[src/rtl/dlm_pkg.sv]
package dlm_pkg;
    typedef enum logic [1:0] {
        ST_IDLE = 2'd0,
        ST_WAIT = 2'd1,
        ST_XFER = 2'd2
    } dlm_state_t;
endpackage

[src/rtl/dlm_timebase.sv]
module dlm_timebase #(
    parameter int WORD_BITS      = 32,
    parameter int WORDS_PER_LOOP = 32,
    localparam int BIT_IDX_W     = $clog2(WORD_BITS),
    localparam int WORD_IDX_W    = $clog2(WORDS_PER_LOOP)
) (
    input  logic                  clk,
    input  logic                  rst_n,
    output logic [BIT_IDX_W-1:0]  bit_idx,
    output logic [WORD_IDX_W-1:0] word_idx,
    output logic                  word_end,
    output logic [WORD_IDX_W-1:0] word_next
);
    localparam logic [BIT_IDX_W-1:0]  LAST_BIT  = BIT_IDX_W'(WORD_BITS - 1);
    localparam logic [WORD_IDX_W-1:0] LAST_WORD = WORD_IDX_W'(WORDS_PER_LOOP - 1);

    always_comb begin
        word_end  = (bit_idx == LAST_BIT);
        word_next = (word_idx == LAST_WORD) ? '0 : word_idx + WORD_IDX_W'(1);
    end

    always_ff @(posedge clk or negedge rst_n) begin
        if (!rst_n) begin
            bit_idx  <= '0;
            word_idx <= '0;
        end else if (word_end) begin
            bit_idx  <= '0;
            word_idx <= word_next;
        end else begin
            bit_idx  <= bit_idx + BIT_IDX_W'(1);
        end
    end

    AST_BIT_STEP: assert property (@(posedge clk) disable iff (!rst_n)
        (bit_idx != LAST_BIT) |=> (bit_idx == $past(bit_idx) + BIT_IDX_W'(1)) && $stable(word_idx));
    AST_WORD_STEP: assert property (@(posedge clk) disable iff (!rst_n)
        (bit_idx == LAST_BIT && word_idx != LAST_WORD) |=> (bit_idx == '0) && (word_idx == $past(word_idx) + WORD_IDX_W'(1)));
    AST_TURN_WRAP: assert property (@(posedge clk) disable iff (!rst_n)
        (bit_idx == LAST_BIT && word_idx == LAST_WORD) |=> (bit_idx == '0) && (word_idx == '0));
endmodule

[src/rtl/dlm_loop.sv]
module dlm_loop #(
    parameter int LOOP_BITS = 1024
) (
    input  logic clk,
    input  logic rst_n,
    input  logic sub_en,
    input  logic sub_bit,
    output logic tap
);
    logic [LOOP_BITS-1:0] ring;
    logic                 feed;

    always_comb begin
        feed = sub_en ? sub_bit : ring[0];
        tap  = ring[0];
    end

    always_ff @(posedge clk or negedge rst_n) begin
        if (!rst_n) ring <= '0;
        else        ring <= {feed, ring[LOOP_BITS-1:1]};
    end

    AST_RECIRC: assert property (@(posedge clk) disable iff (!rst_n)
        !sub_en |=> (ring[LOOP_BITS-1] == $past(tap)));
endmodule

[src/rtl/dlm_ctrl.sv]
module dlm_ctrl
    import dlm_pkg::*;
#(
    parameter int WORD_BITS      = 32,
    parameter int WORDS_PER_LOOP = 32,
    parameter int NUM_LOOPS      = 2,
    localparam int BIT_IDX_W     = $clog2(WORD_BITS),
    localparam int WORD_IDX_W    = $clog2(WORDS_PER_LOOP),
    localparam int LOOP_IDX_W    = $clog2(NUM_LOOPS)
) (
    input  logic                  clk,
    input  logic                  rst_n,
    input  logic                  req_valid,
    input  logic                  req_write,
    input  logic [LOOP_IDX_W-1:0] req_loop,
    input  logic [WORD_IDX_W-1:0] req_word,
    input  logic [BIT_IDX_W-1:0]  bit_idx,
    input  logic [WORD_IDX_W-1:0] word_idx,
    input  logic                  word_end,
    input  logic [WORD_IDX_W-1:0] word_next,
    output logic                  busy,
    output logic                  xfer_on,
    output logic                  xfer_wr,
    output logic [LOOP_IDX_W-1:0] sel_loop
);
    dlm_state_t                state_q, state_d;
    logic [WORD_IDX_W-1:0]     tgt_word;
    logic [LOOP_IDX_W-1:0]     tgt_loop;
    logic                      tgt_write;
    logic                      take;

    always_comb begin
        state_d = state_q;
        take    = 1'b0;
        unique case (state_q)
            ST_IDLE: begin
                if (req_valid) begin
                    take    = 1'b1;
                    state_d = (word_end && word_next == req_word) ? ST_XFER : ST_WAIT;
                end
            end
            ST_WAIT: begin
                if (word_end && word_next == tgt_word) state_d = ST_XFER;
            end
            ST_XFER: begin
                if (word_end) state_d = ST_IDLE;
            end
            default: state_d = ST_IDLE;
        endcase
    end

    always_ff @(posedge clk or negedge rst_n) begin
        if (!rst_n) state_q <= ST_IDLE;
        else        state_q <= state_d;
    end

    always_ff @(posedge clk or negedge rst_n) begin
        if (!rst_n) begin
            tgt_word  <= '0;
            tgt_loop  <= '0;
            tgt_write <= 1'b0;
        end else if (take) begin
            tgt_word  <= req_word;
            tgt_loop  <= req_loop;
            tgt_write <= req_write;
        end
    end

    always_comb begin
        busy     = (state_q != ST_IDLE);
        xfer_on  = (state_q == ST_XFER);
        xfer_wr  = tgt_write;
        sel_loop = tgt_loop;
    end

    AST_XFER_ALIGNED: assert property (@(posedge clk) disable iff (!rst_n)
        $rose(xfer_on) |-> (bit_idx == '0) && (word_idx == tgt_word));
    AST_XFER_ENDS: assert property (@(posedge clk) disable iff (!rst_n)
        (xfer_on && word_end) |=> !xfer_on);
    AST_XFER_CONTIG: assert property (@(posedge clk) disable iff (!rst_n)
        (xfer_on && !word_end) |=> xfer_on);
    AST_HOLD_WHILE_BUSY: assert property (@(posedge clk) disable iff (!rst_n)
        busy |=> $stable(tgt_word) && $stable(tgt_loop) && $stable(tgt_write));
endmodule

[src/rtl/circ_loop_mem.sv]
module circ_loop_mem #(
    parameter int NUM_LOOPS      = 2,
    parameter int WORD_BITS      = 32,
    parameter int WORDS_PER_LOOP = 32,
    localparam int LOOP_IDX_W    = $clog2(NUM_LOOPS),
    localparam int WORD_IDX_W    = $clog2(WORDS_PER_LOOP),
    localparam int BIT_IDX_W     = $clog2(WORD_BITS),
    localparam int LOOP_BITS     = WORD_BITS * WORDS_PER_LOOP
) (
    input  logic                  clk,
    input  logic                  rst_n,
    input  logic                  req_valid,
    input  logic                  req_write,
    input  logic [LOOP_IDX_W-1:0] req_loop,
    input  logic [WORD_IDX_W-1:0] req_word,
    input  logic                  wr_data,
    output logic                  busy,
    output logic                  xfer_on,
    output logic                  rd_data
);
    logic [BIT_IDX_W-1:0]  bit_idx;
    logic [WORD_IDX_W-1:0] word_idx;
    logic [WORD_IDX_W-1:0] word_next;
    logic                  word_end;
    logic                  xfer_wr;
    logic [LOOP_IDX_W-1:0] sel_loop;
    logic [NUM_LOOPS-1:0]  taps;
    logic [NUM_LOOPS-1:0]  sub_vec;

    dlm_timebase #(
        .WORD_BITS      (WORD_BITS),
        .WORDS_PER_LOOP (WORDS_PER_LOOP)
    ) u_timebase (
        .clk       (clk),
        .rst_n     (rst_n),
        .bit_idx   (bit_idx),
        .word_idx  (word_idx),
        .word_end  (word_end),
        .word_next (word_next)
    );

    dlm_ctrl #(
        .WORD_BITS      (WORD_BITS),
        .WORDS_PER_LOOP (WORDS_PER_LOOP),
        .NUM_LOOPS      (NUM_LOOPS)
    ) u_ctrl (
        .clk       (clk),
        .rst_n     (rst_n),
        .req_valid (req_valid),
        .req_write (req_write),
        .req_loop  (req_loop),
        .req_word  (req_word),
        .bit_idx   (bit_idx),
        .word_idx  (word_idx),
        .word_end  (word_end),
        .word_next (word_next),
        .busy      (busy),
        .xfer_on   (xfer_on),
        .xfer_wr   (xfer_wr),
        .sel_loop  (sel_loop)
    );

    for (genvar li = 0; li < NUM_LOOPS; li++) begin : g_loop
        assign sub_vec[li] = xfer_on && xfer_wr && (sel_loop == LOOP_IDX_W'(li));
        dlm_loop #(
            .LOOP_BITS (LOOP_BITS)
        ) u_loop (
            .clk     (clk),
            .rst_n   (rst_n),
            .sub_en  (sub_vec[li]),
            .sub_bit (wr_data),
            .tap     (taps[li])
        );
    end

    always_comb begin
        rd_data = (xfer_on && !xfer_wr) ? taps[sel_loop] : 1'b0;
    end

    AST_ONE_WRITER: assert property (@(posedge clk) disable iff (!rst_n)
        $onehot0(sub_vec));
    AST_WRITE_IN_WINDOW: assert property (@(posedge clk) disable iff (!rst_n)
        (sub_vec != '0) |-> (xfer_on && busy));
endmodule

[config.mk]
export PLATFORM = sky130hd
export DESIGN_NAME = circ_loop_mem
export DESIGN_NICKNAME = d
export VERILOG_FILES = /design/src/rtl/dlm_pkg.sv /design/src/rtl/dlm_timebase.sv /design/src/rtl/dlm_loop.sv /design/src/rtl/dlm_ctrl.sv /design/src/rtl/circ_loop_mem.sv
export SDC_FILE = /design/constraint.sdc
export NUM_CORES = 1
export LEC_CHECK = 0
export BUFFER_PORTS_ARGS = -buffer_cell sky130_fd_sc_hd__buf_4
export CORE_UTILIZATION = 60
export CTS_BUF_LIST = sky130_fd_sc_hd__clkbuf_16
export DETAILED_ROUTE_END_ITERATION = 6
export PLACE_DENSITY = 0.8
export SKIP_LAST_GASP = 1
export SLEW_MARGIN = 5
export SYNTH_ARGS = -nofsm -noshare
export SYNTH_HDL_FRONTEND = slang
export SYNTH_SLANG_ARGS = --single-unit
[constraint.sdc]
create_clock -name clk -period 2.7 [get_ports clk]
set_input_delay 0.54 -clock clk [delete_from_list [all_inputs] [get_ports clk]]
set_output_delay 0.54 -clock clk [all_outputs]
set_load 0.02 [all_outputs]
==> results of run 1 <==
Yosys cell counts, drive strengths merged:
cell / n / area, µm²
o221ai: 1 / 8.760
nand4: 1 / 6.260
or2b: 2 / 15.01
and3: 2 / 12.51
inv: 5 / 18.77
o22ai: 1 / 6.260
or2: 1 / 6.260
nor3b: 1 / 7.510
nand2b: 3 / 18.77
ha: 4 / 50.05
buf: 1 / 3.750
nand2: 3 / 11.26
nor2b: 2 / 12.51
nand3: 5 / 30.03
mux2i: 4 / 52.55
xnor2: 6 / 52.55
nor2: 7 / 28.78
or4: 1 / 7.510
dfrtp: 2067 / 51720
a22o: 1 / 8.760
nor3: 2 / 10.01
o21ai: 2 / 10.01
a21oi: 2 / 10.01
mux2: 10 / 112.6
xor2: 6 / 52.55
stage by stage:
| stage | setup WS, ns | cells | hold WS (ns) | util |
|---|---|---|---|---|
| 2_1_floorplan | 0.3744 | 2140 | 0.2444 | - |
| 3_3_place_gp | 0.2342 | 3340 | 0.3317 | 0.6347 |
| 3_5_place_dp | 0.01170 | 3340 | 0.3347 | 0.6347 |
cells by family after synthesis:
kind of cell / after synthesis / synth area share
AOI/OAI and AO/OA: 7 / 0.0008378
xor gates and xnor gates: 12 / 0.002010
adders and majority gates: 4 / 0.0009574
buffers and inverters: 6 / 0.0004308
DFF: 2067 / 0.9894
muxes: 14 / 0.003159
and+or+nand+nor: 30 / 0.003183
==> run summary, run 1 <==
The logs give 0.9894 for the sequential cell area fraction in the yosys report and 0 for the count of warnings emitted by yosys. In this run, post-CTS hold repair placed 4 buffers. The last stage reached was clock tree synthesis.

Counting flops and latches in the post-synthesis netlist gives 2,067. The instance area at placement was 0.05438 mm²; the maximum number of buffers from clock root to sink was 3. The flow did not finish. The number of clock buffers added by TritonCTS is 181.

Clock tree synthesis found a total of 2,067 sinks. The count of pins on the block boundary came out at 14. Average cell area after synthesis: 24.43 µm².

The cell area that synthesis handed to floorplanning was 0.05228 mm². The die width came out at 297.2 µm. The initial core utilization is 0.6101, and the chip height is 297.2 µm. Counting every instance in the synthesized netlist gives 2,140. The number of cells upsized or downsized after cts was 4; the buffers inserted during post-CTS setup optimization was 0. The tool reported: "[ERROR DPL-0033] detailed placement checks failed during check placement". The library cell used as clock root buffer was sky130_fd_sc_hd__clkbuf_16.

The floorplan has 107 rows. The number of nets produced by synthesis was 2,155. The maximum level of the CTS H-tree was 4; the number of I/O port buffers was 13. The synthesized netlist contains 28 unique library cells. The tools report the final estimated routing congestion in global placement as 0.7764. The HPWL after detailed placement is 39,150 µm.
==> inputs of run 2 (changes only) <==
--- a/config.mk
+++ b/config.mk
@@ -6,10 +6,9 @@
 export NUM_CORES = 1
 export LEC_CHECK = 0
 export BUFFER_PORTS_ARGS = -buffer_cell sky130_fd_sc_hd__buf_4
-export CORE_UTILIZATION = 60
-export CTS_BUF_LIST = sky130_fd_sc_hd__clkbuf_16
+export CORE_UTILIZATION = 40
 export DETAILED_ROUTE_END_ITERATION = 6
-export PLACE_DENSITY = 0.8
+export PLACE_DENSITY_LB_ADDON = 0.15
 export SKIP_LAST_GASP = 1
 export SLEW_MARGIN = 5
 export SYNTH_ARGS = -nofsm -noshare
==> run summary, run 2 <==
The flow ran to the end, and the final reports show no timing, DRC or antenna violations. The count of pins on the block boundary is 14 (unchanged). The die covers 0.1321 mm². The clock sink total was 2,067 (unchanged). The placeable core region is 0.1296 mm². In this run the clock root is driven by a sky130_fd_sc_hd__clkbuf_16.

The required time of the critical path is 3.36 ns. For the final estimated routing congestion in global placement, the log shows 0.7222 (-7.0%). For the post-synthesis cell type count, the log shows 28 (unchanged). The share of flip-flops with an asynchronous set or reset after synthesis was 1.000 (unchanged); the count of warnings emitted by yosys was 0 (unchanged). In the final layout, flip-flops and latches occupy 0.05172 mm². The via count of the first global-routing pass is 19,731, and the number of flip-flops in the largest register is 2,048.

The setup check on the worst reg-to-reg path leaves a slack of 0.20 ns. The gate count after technology mapping is 2,140 (unchanged). The number of synthesized flops with an enable pin was 0 (unchanged). After detailed routing, the number of remaining DRC violations is 0. The run gives 0 ns as the total negative setup slack. The run gives 4 (unchanged) as the maximum level of the CTS H-tree. The detailed router placed 17,220 vias in this run. In this run the critical register-to-register path is launched from u_timebase.word_idx[0]. For the met3 routing resource usage after global routing, the log shows 0.03077. The library cell used most frequently in the layout, excluding fill and tap cells, is sky130_fd_sc_hd__dfrtp_1. The worst hold path stage count was 5; the worst clock skew was 0.02372 ns. Leaving out fill and tap cells, the most frequent cells in the layout are 2,067 x sky130_fd_sc_hd__dfrtp_1, 197 x sky130_fd_sc_hd__clkbuf_16, 46 x sky130_fd_sc_hd__clkinv_2, 45 x sky130_fd_sc_hd__buf_4, 43 x sky130_fd_sc_hd__clkbuf_8. The cell area after synthesis was 0.05228 mm² (unchanged). Among all cell types in the netlist, the one instantiated most often is sky130_fd_sc_hd__dfrtp_1.

The total of endpoints with negative setup slack in the final report is 0, and the top cell type's share of synthesized area is 0.9894 (unchanged). The worst-case headroom to the max-slew limit is 0.5629. The tightest min-delay check is of the primary input to flip-flop type. IR analysis of the VDD net gives a maximum drop of 837.8 µV. The number of I/O port buffers was 13 (unchanged). TritonCTS built the clock tree. The maximum number of buffers from clock root to sink came out at 3 (unchanged). Counting instances in the post-synthesis netlist gives the leading cell types as 2,067 x sky130_fd_sc_hd__dfrtp_1, 10 x sky130_fd_sc_hd__mux2_2, 6 x sky130_fd_sc_hd__nor2_1, 6 x sky130_fd_sc_hd__xnor2_1, 6 x sky130_fd_sc_hd__xor2_1. The minimum clock period after layout was 2.499 ns. The first detailed-routing pass ran for 4 iterations. For the total CTS buffers, the log shows 196 (+8.3%).

The global-route met1 utilization is 0.1607, and the number of maximum-capacitance constraint violations is 0. The post-synthesis register bit count is 2,067 (unchanged). The tools report the number of nets with antenna violations after detailed routing as 0. The tools report the terminus of the critical flop-to-flop path as u_ctrl.state_q[0]. The post-route cell area is 0.06197 mm². The transition time of the tightest slew-check pin was 0.6556 ns. The portion of the clock cycle consumed by the worst path in the final layout was 0.9256; the final routed wirelength across all metal layers was 61,310 µm. The tools report the sort of element at the end of the critical path as a flip-flop. The fraction of layout cells with a size suffix above 1 is 0.1570. The first-pass GRT wire length is 108,100 µm, and the number of violations reported at the end of detailed-routing iteration 0 is 943. The critical path is of the flip-flop to flip-flop type. The number of nets produced by synthesis came out at 2,155 (unchanged).

The run gives 59,190 µW as the final total power. STA puts the critical path data arrival time at 3.16 ns. The average cell area after synthesis is 24.43 µm² (unchanged). Final count of pins violating max slew: 0. After detailed routing, the number of vias per cell comes to 3.989. Among the stages of the critical path, the cell type that occurs most often is sky130_fd_sc_hd__ha_1. The biggest area contributor in the post-synthesis netlist is sky130_fd_sc_hd__dfrtp_1. The run gives 0.05520 mm² (+1.5%) as the instance area at placement. The worst-path cell with the longest stage delay was sky130_fd_sc_hd__or4_1. Main flop type after synthesis: sky130_fd_sc_hd__dfrtp_1. The average detailed-routed wire length per instance works out to 14.20 µm. The worst min-delay path endpoint is u_ctrl.state_q[1]. On the final layout, the worst hold slack is 0.2768 ns. Clock latency on the worst-skew pair, taken at its later pin, is 0.77 ns.

The global-route track usage on met2 is 0.1284. For this run the aggregate overflow at the end of global routing stands at 0. The start point of the worst hold path is req_valid.

Entering global routing, the biggest net connects 124 pins. The largest single stage delay on the critical path is 0.56 ns. Setup repair after global routing left no endpoint under its margin. The final layout contains 2,426 nets.

The chip height is 363.5 µm (+22%). In this run the static leakage power is 0.03285 µW. The initial core utilization is 0.4032 (-0.2069), and the placement row count is 132 (+23%).

After filler insertion, the fill cell instance count of the layout stands at 10,408. The timing-limited maximum frequency is 400.1 MHz, and the cell depth of the worst flop-to-flop path is 8. After global routing, the most crowded layer is met1.

STA classifies the critical path startpoint as a flip-flop. From synthesis to final layout, the design area changed by 18.54%. The die width was 363.5 µm (+22%). The critical path goes through ha_1, and3_1, ha_1, buf_4, a21oi_1, xor2_1, or4_1, a22o_1.

The run gives 0 as the number of antenna violations at the first check in global routing. The hold violation count in the final report came out at 0. After clock tree synthesis, the clock-pin slew on the worst setup and hold paths is 0.06 ns. For the area of the multi-input gates, the log shows 530.5 µm². For the global router's overall resource usage, the log shows 0.1019. The highest fanout seen on the critical path is 7. The run gives 26,240 µm (-33%) as the HPWL reported at the end of detailed placement. Ranked by total cell area, the synthesized netlist is headed by sky130_fd_sc_hd__dfrtp_1 99%, sky130_fd_sc_hd__mux2_2 0.22%, sky130_fd_sc_hd__xnor2_1 0.10%. For the sequential cell area fraction in the yosys report, the log shows 0.9894 (unchanged). The top register by number of flip-flops was g_loop.u_loop.ring. For this design the ratio of total power to cell area is 955.2 mW/mm².
==> run 2: timing repair <==
action | in CTS | in global routing
setup buffers | 0 | 0
hold endpoints to repair | 41 | 0
gates resized for setup | 0 | 0
hold buffers | 9 | 0
==> run 2: area by class of cell <==
class / count / area share
sequential: 2067 / 0.8347
clock inverter: 85 / 0.01646
inverter: 5 / 0.0003029
tap: 1742 / 0.03517
antenna: 1 / 0.00004038
timing repair buffer: 74 / 0.01349
clock buffer: 276 / 0.09128
multi-input combinational: 67 / 0.008561
==> run 2: worst max path at each step <==
stage / from / slack [ns] / to
6_report: u_timebase.word_idx[0] / 0.20 / u_ctrl.state_q[0]
3_3_place_gp: u_timebase.word_idx[0] / 0.29 / u_ctrl.state_q[0]
3_5_place_dp: u_timebase.word_idx[0] / 0.19 / u_ctrl.state_q[0]
4_1_cts: u_timebase.word_idx[0] / 0.17 / u_ctrl.state_q[0]
5_1_grt: u_timebase.word_idx[0] / 0.08 / u_ctrl.state_q[0]
2_1_floorplan: u_timebase.word_idx[0] / 0.37 / u_ctrl.state_q[0]
==> run 2: cells by family after synthesis <==
group / count (synthesis) / share of synthesized area
buffers and inverters: 6 / 0.0004308
and+or+nand+nor: 30 / 0.003183
muxes: 14 / 0.003159
AOI/OAI and AO/OA: 7 / 0.0008378
xor gates and xnor gates: 12 / 0.002010
DFF: 2067 / 0.9894
adders and majority gates: 4 / 0.0009574
==> run 2: report_power, final <==
| group | switching (µW) | internal (µW) |
|---|---|---|
| Sequential | 49.1 | 31000 |
| Clock | 11100 | 16200 |
| Combinational | 629 | 197 |
==> run 2: through the flow <==
step	util	worst slack [ns]	cells
2_1_floorplan	-	0.3744	2140
3_3_place_gp	0.4258	0.2853	3946
3_5_place_dp	0.4258	0.1894	3946
4_1_cts	0.4779	0.1749	4316
5_1_grt	0.4779	0.08445	4316
6_report	0.4780	0.2008	4317
==> run 2: worst max-delay path: cells and delay by family, from the launching register on <==
| kind | cells | cell delay (ns) |
|---|---|---|
| compound gates | 2 | 0.50 |
| xor+xnor | 1 | 0.11 |
| fa+ha+maj | 2 | 0.45 |
| buf+inv | 1 | 0.16 |
| flops | 1 | 0.43 |
| simple gates | 2 | 0.72 |
==> run 2: per-layer routing <==
layer	vias up	wire length, µm
met2	259	24600
met1	9561	31820
met4	0	1982
met5	-	0
li1	7221	-
met3	179	2912
No activity file was read; power rests on OpenSTA's default activity.
==> inputs of run 3 (changes only) <==
--- a/config.mk
+++ b/config.mk
@@ -6,6 +6,7 @@
 export NUM_CORES = 1
 export LEC_CHECK = 0
 export BUFFER_PORTS_ARGS = -buffer_cell sky130_fd_sc_hd__buf_4
+export CORE_ASPECT_RATIO = 0.6
 export CORE_UTILIZATION = 40
 export DETAILED_ROUTE_END_ITERATION = 6
 export PLACE_DENSITY_LB_ADDON = 0.15
==> run summary, run 3 (synthesized netlist as in run 2, its figures left out) <==
The flow ran to the end, and the final reports show no timing, DRC or antenna violations. The final estimated routing congestion in global placement came out at 0.7082 (-1.9%). In the layout the commonest cells are 2,067 x sky130_fd_sc_hd__dfrtp_1, 175 x sky130_fd_sc_hd__clkbuf_16, 52 x sky130_fd_sc_hd__buf_4, 45 x sky130_fd_sc_hd__clkbuf_8, 42 x sky130_fd_sc_hd__clkbuf_1. The peak per-stage delay on the critical path is 0.52 ns (-0.04 ns), and the via density per instance is 3.974 (-0.38%). The logs give 0.05532 mm² (+0.22%) for the instance area at placement and 0 (unchanged) for the number of nets with antenna violations after detailed routing.

Number of fill cells: 10,382 (-0.25%). The final count of pins violating max slew is 0 (unchanged). For the placement row count, the log shows 102 (-23%).

The switching share of total power was 0.1954 (-0.003074). The run gives 3.12 ns (-0.04 ns) as the worst endpoint data arrival time. The switching power of the nets is 11,080 µW (-5.7%).

The global router's overall resource usage was 0.1012 (-0.0007756); the power per cell area was 925.9 mW/mm² (-3.1%). The transition time of the tightest slew-check pin was 0.7262 ns (+0.07057 ns). The logs give 2,416 (-0.41%) for the count of nets after finishing and 19,198 (-2.7%) for the via count of the first global-routing pass. The run gives 0.548 (+0.023) as the proportion of power drawn by flip-flops and latches. The tools report the library cell used as clock root buffer as sky130_fd_sc_hd__clkbuf_16.

The run gives 1,044 (+11%) as the number of violations reported at the end of detailed-routing iteration 0. For the timing-limited maximum frequency, the log shows 402.6 MHz (+0.62%). The chip height works out to 282.0 µm (-22%).

The portion of the clock cycle consumed by the worst path in the final layout works out to 0.9199 (-0.005714). The tools report the number of maximum-capacitance constraint violations as 0 (unchanged). The worst-skew pair later-pin latency was 0.76 ns (about the same). STA classifies the critical path startpoint as a flip-flop. The hold slack was 0.2964 ns (+0.01961 ns); the fraction of layout cells with a size suffix above 1 was 0.1430 (-0.01398). Setup repair after global routing left no endpoint under its margin.

For the peak supply drop, the log shows 568.8 µV (-32%). The placeable core region was 0.1293 mm² (-0.28%); the least setup slack across all paths after layout was 0.2162 ns (+0.01543 ns). The leakage power total is 0.03249 µW (-1.1%), and the clock sink total is 2,067 (unchanged). The number of antenna violations at the first check in global routing came out at 1 (+1). The total via count in the routed design is 16,913 (-1.8%).

The tools report the hold violation count in the final report as 0 (unchanged). The minimum clock period after layout came out at 2.484 ns (-0.01543 ns). The min-delay analysis places its worst path in the category primary input to flip-flop.

The clock-pin slew of the registers on the worst-case setup and hold paths is 0.06 ns (about the same). TritonCTS built the clock tree. The dominant cell type by count on the critical path is sky130_fd_sc_hd__ha_1. For the maximum level of the CTS H-tree, the log shows 4 (unchanged). The run gives 0 (unchanged) as the total of endpoints with negative setup slack in the final report.

The largest net degree at the start of global routing came out at 117 (-5.6%). The sum of overflow across all layers after global routing is 0 (unchanged), and the number of I/O port buffers is 13 (unchanged). The HPWL reported at the end of detailed placement came out at 27,000 µm (+2.9%). The count of pins on the block boundary was 14 (unchanged); the number of iterations in the first detailed-routing pass was 4 (unchanged).

For the worst clock skew, the log shows 0.02374 ns (+0.00001560 ns). The cell class contributing the biggest share of worst-path delay is simple AND/OR/NAND/NOR gates. For the worst-case headroom to the max-slew limit, the log shows 0.5159 (-0.04705). The area added between synthesis and finish came out at 17.18%. The post-route DRC violation count was 0 (unchanged).

The die width came out at 468.7 µm (+29%). The cell-internal power was 45,640 µW (-3.8%); the required time of the critical path was 3.34 ns (-0.02 ns). The worst setup path is of the flip-flop to flip-flop kind. The final routed wirelength across all metal layers came out at 60,790 µm (-0.85%).

The count of buffer and inverter cells on the critical path came out at 0 (-1). The most common library cell in the layout ignoring fill and taps is sky130_fd_sc_hd__dfrtp_1. The highest fanout seen on the critical path came out at 4 (-3). The average detailed-routed wire length per instance came out at 14.28 µm (+0.57%). Share of power burned in the clock network: 0.437 (-0.024). The worst setup path is captured at a flip-flop.

The critical path goes through ha_1, and3_1, ha_1, or2b_1, xor2_1, nand3_1, or4_1, a22o_1. The first-pass GRT wire length came out at 106,300 µm (-1.6%). The post-route cell area is 0.06126 mm² (-1.1%), and the initial core utilization is 0.4044 (+0.001147). The area enclosed by the die boundary was 0.1322 mm² (about the same); the total CTS buffers was 174 (-11%).

The logs give 0.015 (about the same) for the combinational group share of total power and 0.2467 ns (+0.05726 ns) for the worst slack at placement. The total negative setup slack came out at 0 ns (unchanged). The top register by number of flip-flops was g_loop.u_loop.ring. For the maximum number of buffers from clock root to sink, the log shows 3 (unchanged).

The worst-path cell with the longest stage delay was sky130_fd_sc_hd__or4_1. The number of flip-flops in the largest register works out to 2,048 (unchanged). The tools report the final total power as 56,720 µW (-4.2%).
==> run 3: changes by cell type in the layout (fill, tap and decap cells not counted), moves of 4 or more <==
cell,previous run,this run
sky130_fd_sc_hd__buf_12,19,24
sky130_fd_sc_hd__buf_4,45,52
sky130_fd_sc_hd__bufinv_16,16,12
sky130_fd_sc_hd__clkbuf_1,36,42
sky130_fd_sc_hd__clkbuf_16,197,175
sky130_fd_sc_hd__clkinv_2,46,23
sky130_fd_sc_hd__clkinv_8,9,5
==> run 3: metrics by stage <==
step / std cells / util
5_1_grt: 4256 / 0.4739
3_5_place_dp: 3932 / 0.4279
2_1_floorplan: 2140 / -
4_1_cts: 4255 / 0.4738
3_3_place_gp: 3932 / 0.4279
6_report: 4256 / 0.4739
==> run 3: timing repair <==
action / 4_1_cts / 5_1_grt
gates resized for setup: 0 / 0
setup buffers: 0 / 0
hold buffers: 9 / 0
endpoints found under the hold margin: 81 / 0
==> run 3: metal layers <==
metal / global-route usage / wire length [µm] / vias to the layer above
met2: 0.1204 / 23220 / 205
met4: 0.04775 / 1906 / 0
met3: 0.02659 / 2452 / 158
met1: 0.1678 / 33220 / 9358
li1: - / - / 7192
met5: 0 / 0 / -
==> run 3: worst paths after layout <==
| path | startpoint | to | cells after the start | slack, ns |
|---|---|---|---|---|
| setup / recovery | u_timebase.word_idx[0] | u_ctrl.state_q[0] | 8 | 0.22 |
| hold / removal | req_valid | u_ctrl.state_q[1] | 5 | 0.30 |
| setup reg to reg | u_timebase.word_idx[0] | u_ctrl.state_q[0] | 8 | 0.22 |
| hold reg to reg | g_loop[1].u_loop.ring[68] | g_loop[1].u_loop.ring[67] | 0 | 0.33 |
| max in group asynchronous | rst_n | g_loop[1].u_loop.ring[371] | 3 | 1.20 |
| min in group asynchronous | rst_n | g_loop[1].u_loop.ring[499] | 2 | 0.39 |
==> run 3: power by group through the flow <==
| stage | Clock [µW] | Combinational [µW] | Sequential, µW |
|---|---|---|---|
| 6_report | 24800 | 849 | 31100 |
| 5_1_grt | 27200 | 1010 | 31100 |
| 4_1_cts | 25900 | 906 | 31100 |
| 3_5_place_dp | 0 | 892 | 31700 |
| 3_3_place_gp | 0 | 845 | 31600 |
| 2_1_floorplan | 0 | 123 | 31700 |
==> run 3: final cells by class <==
| type | count | area [µm²] | area share |
|---|---|---|---|
| diodes | 1 | 2.502 | 0.00004085 |
| clock buffers | 262 | 5156 | 0.08417 |
| clock inverters | 52 | 691.9 | 0.01129 |
| inverters | 5 | 18.77 | 0.0003064 |
| multi-input cells | 67 | 530.5 | 0.008660 |
| flip-flops and latches | 2067 | 51720 | 0.8443 |
| well taps | 1716 | 2147 | 0.03505 |
| repair buffers | 86 | 988.4 | 0.01614 |
==> run 3: worst min-delay path: stages <==
cell and delay, ns:
sky130_fd_sc_hd__buf_4 0.10, sky130_fd_sc_hd__inv_1 0.05, sky130_fd_sc_hd__nor2_2 0.10, sky130_fd_sc_hd__inv_1 0.07
sky130_fd_sc_hd__o221ai_1 0.11
==> inputs of run 4 (changes only) <==
--- a/config.mk
+++ b/config.mk
@@ -5,7 +5,7 @@
 export SDC_FILE = /design/constraint.sdc
 export NUM_CORES = 1
 export LEC_CHECK = 0
-export BUFFER_PORTS_ARGS = -buffer_cell sky130_fd_sc_hd__buf_4
+export BUFFER_PORTS_ARGS = -buffer_cell sky130_fd_sc_hd__buf_2
 export CORE_ASPECT_RATIO = 0.6
 export CORE_UTILIZATION = 40
 export DETAILED_ROUTE_END_ITERATION = 6
==> run summary, run 4 (synthesized netlist as in run 2, its figures left out) <==
The count of nets after finishing came out at 2,415 (-0.041%). The average detailed-routed wire length per instance came out at 14.55 µm (+1.9%). For the global router's overall resource usage, the log shows 0.1035 (+0.002334). The tools report the placement row count as 102 (unchanged).

Hold violation count in the final report: 0 (unchanged). Power per cell area: 933.0 mW/mm² (+0.76%). Peak supply drop: 612.1 µV (+7.6%). The type of the tightest min-delay check is primary input to flip-flop. The largest net degree at the start of global routing was 118 (+0.85%). The run gives 0.03255 µW (+0.20%) as the leakage power total. The fraction of layout cells with a size suffix above 1 was 0.1488 (+0.005849); the highest fanout seen on the critical path was 7 (+3). The number of flip-flops in the largest register was 2,048 (unchanged); the hold slack was 0.2326 ns (-0.06385 ns). For the clock sink total, the log shows 2,067 (unchanged). The die width is 468.7 µm (unchanged), and the register-to-register setup slack is 0.17 ns (-0.05 ns).

The startpoint kind of the worst setup timing path was a flip-flop. The worst setup path is of the flip-flop to flip-flop kind. The run gives 0 (unchanged) as the total of endpoints with negative setup slack in the final report. The number of nets with antenna violations after detailed routing came out at 0 (unchanged). Total CTS buffers: 176 (+1.1%). The logs give 0 ns (unchanged) for the total negative setup slack and 14 (unchanged) for the count of pins on the block boundary. The worst slack at placement was 0.1815 ns (-0.06518 ns); the post-route DRC violation count was 0 (unchanged).

The total via count in the routed design was 17,073 (+0.95%); the number of antenna violations at the first check in global routing was 3 (+2). The post-route cell area was 0.06136 mm² (+0.16%); the worst-skew pair later-pin latency was 0.78 ns (+0.02 ns). The worst endpoint data arrival time was 3.19 ns (+0.07 ns). The tools report the sort of element at the end of the critical path as a flip-flop.

The tools report the library cell used as clock root buffer as sky130_fd_sc_hd__clkbuf_16. The least setup slack across all paths after layout came out at 0.1653 ns (-0.05092 ns). The clock-pin slew of the registers on the worst-case setup and hold paths was 0.07 ns (about the same). For the required time of the critical path, the log shows 3.36 ns (+0.02 ns).

TritonCTS built the clock tree. The run gives 0 (unchanged) as the number of maximum-capacitance constraint violations. Via density per instance: 4.010 (+0.90%). Leaving out fill and tap cells, the most frequent cell in the layout is sky130_fd_sc_hd__dfrtp_1. Sum of overflow across all layers after global routing: 0 (unchanged). The number of violations reported at the end of detailed-routing iteration 0 was 922 (-12%). The logs give 6 (+2) for the number of iterations in the first detailed-routing pass and 3 (unchanged) for the maximum number of buffers from clock root to sink. The via count of the first global-routing pass is 19,348 (+0.78%), and the worst-case headroom to the max-slew limit is 0.5115 (-0.004340). For the final routed wirelength across all metal layers, the log shows 61,970 µm (+1.9%).

The minimum clock period after layout came out at 2.535 ns (+0.05092 ns). The final count of pins violating max slew was 0 (unchanged). The run gives 0.4044 (unchanged) as the initial core utilization. Top register by number of flip-flops: g_loop.u_loop.ring. The number of I/O port buffers works out to 13 (unchanged).

The logs give 0.02778 ns (+0.004044 ns) for the worst clock skew and 394.5 MHz (-2.0%) for the timing-limited maximum frequency. Chip height: 282.0 µm (unchanged). The area enclosed by the die boundary is 0.1322 mm² (unchanged), and the portion of the clock cycle consumed by the worst path in the final layout is 0.9388 (+0.01886). The run gives 4 (unchanged) as the maximum level of the CTS H-tree. The run gives 0.4746 (+0.0007740) as the end-of-flow core utilization. In the layout the commonest cells are 2,067 x sky130_fd_sc_hd__dfrtp_1, 177 x sky130_fd_sc_hd__clkbuf_16, 52 x sky130_fd_sc_hd__clkbuf_8, 38 x sky130_fd_sc_hd__buf_4.

Setup repair after global routing left no endpoint under its margin. From synthesis to final layout, the design area changed by 17.37%. The logs give 108,200 µm (+1.8%) for the first-pass GRT wire length and 0.05525 mm² (-0.13%) for the instance area at placement. The tools report the HPWL reported at the end of detailed placement as 27,610 µm (+2.2%). The run finished with clean final reports.

The transition time of the tightest slew-check pin was 0.7327 ns (+0.006510 ns); the placeable core region was 0.1293 mm² (unchanged). The final estimated routing congestion in global placement was 0.7113 (+0.44%).
-- run 4: cell count changes in the layout (fill, tap and decap cells not counted), sizes merged --
cell and change:
buf -3, bufinv -2, clkbuf -5, clkinv +8, diode +1, inv +3
-- run 4: layer usage --
layer | global-route usage | share of wire | routed length [µm]
met1 | 0.1728 | 0.55 | 33900
met2 | 0.1208 | 0.38 | 23520
met3 | 0.02845 | 0.043 | 2673
met4 | 0.04918 | 0.030 | 1883
met5 | 0 | 0 | 0
-- run 4: cell type report --
type,count,area [µm²]
Inverter,5,18.77
Clock buffer,257,5250
Antenna cell,2,5.005
Multi-Input combinational cell,67,530.5
Timing Repair Buffer,83,915.9
Clock inverter,61,768.2
Tap cell,1716,2147
Sequential cell,2067,51720
Fill cell,10414,67920
-- run 4: worst paths after layout --
| check | from | endpoint | cells after the start |
|---|---|---|---|
| setup reg to reg | u_timebase.word_idx[0] | u_ctrl.state_q[0] | 8 |
| hold / removal | req_valid | u_ctrl.state_q[1] | 5 |
| hold reg to reg | g_loop[0].u_loop.ring[413] | g_loop[0].u_loop.ring[412] | 0 |
| min in group asynchronous | rst_n | g_loop[0].u_loop.ring[794] | 2 |
| max in group asynchronous | rst_n | g_loop[0].u_loop.ring[418] | 3 |
| setup / recovery | u_timebase.word_idx[0] | u_ctrl.state_q[0] | 8 |
-- run 4: repair_timing --
item,in CTS,in global routing
buffers inserted,0,0
gates resized for setup,0,0
hold buffers,9,0
hold endpoints to repair,30,0
-- run 4: metrics by stage --
| step | power (µW) | instances |
|---|---|---|
| after detailed placement | 32540 | 3929 |
| after floorplan | 31770 | 2140 |
| after CTS | 58400 | 4256 |
| final | 57250 | 4258 |
| after global placement | 32490 | 3929 |
| after global routing | 59790 | 4257 |
-- run 4: power by group --
part	switching [µW]	total, µW	internal [µW]
clock	10800	25300	14600
combinational	638	843	206
sequential	50.7	31100	31000
-- run 4: worst max-delay path: stages (launching register included) --
cell	delay, ns
sky130_fd_sc_hd__dfrtp_1	0.44
sky130_fd_sc_hd__ha_1	0.27
sky130_fd_sc_hd__and3_1	0.18
sky130_fd_sc_hd__ha_1	0.20
sky130_fd_sc_hd__buf_4	0.16
sky130_fd_sc_hd__a21oi_1	0.25
sky130_fd_sc_hd__xor2_1	0.12
sky130_fd_sc_hd__or4_1	0.55
sky130_fd_sc_hd__a22o_1	0.26
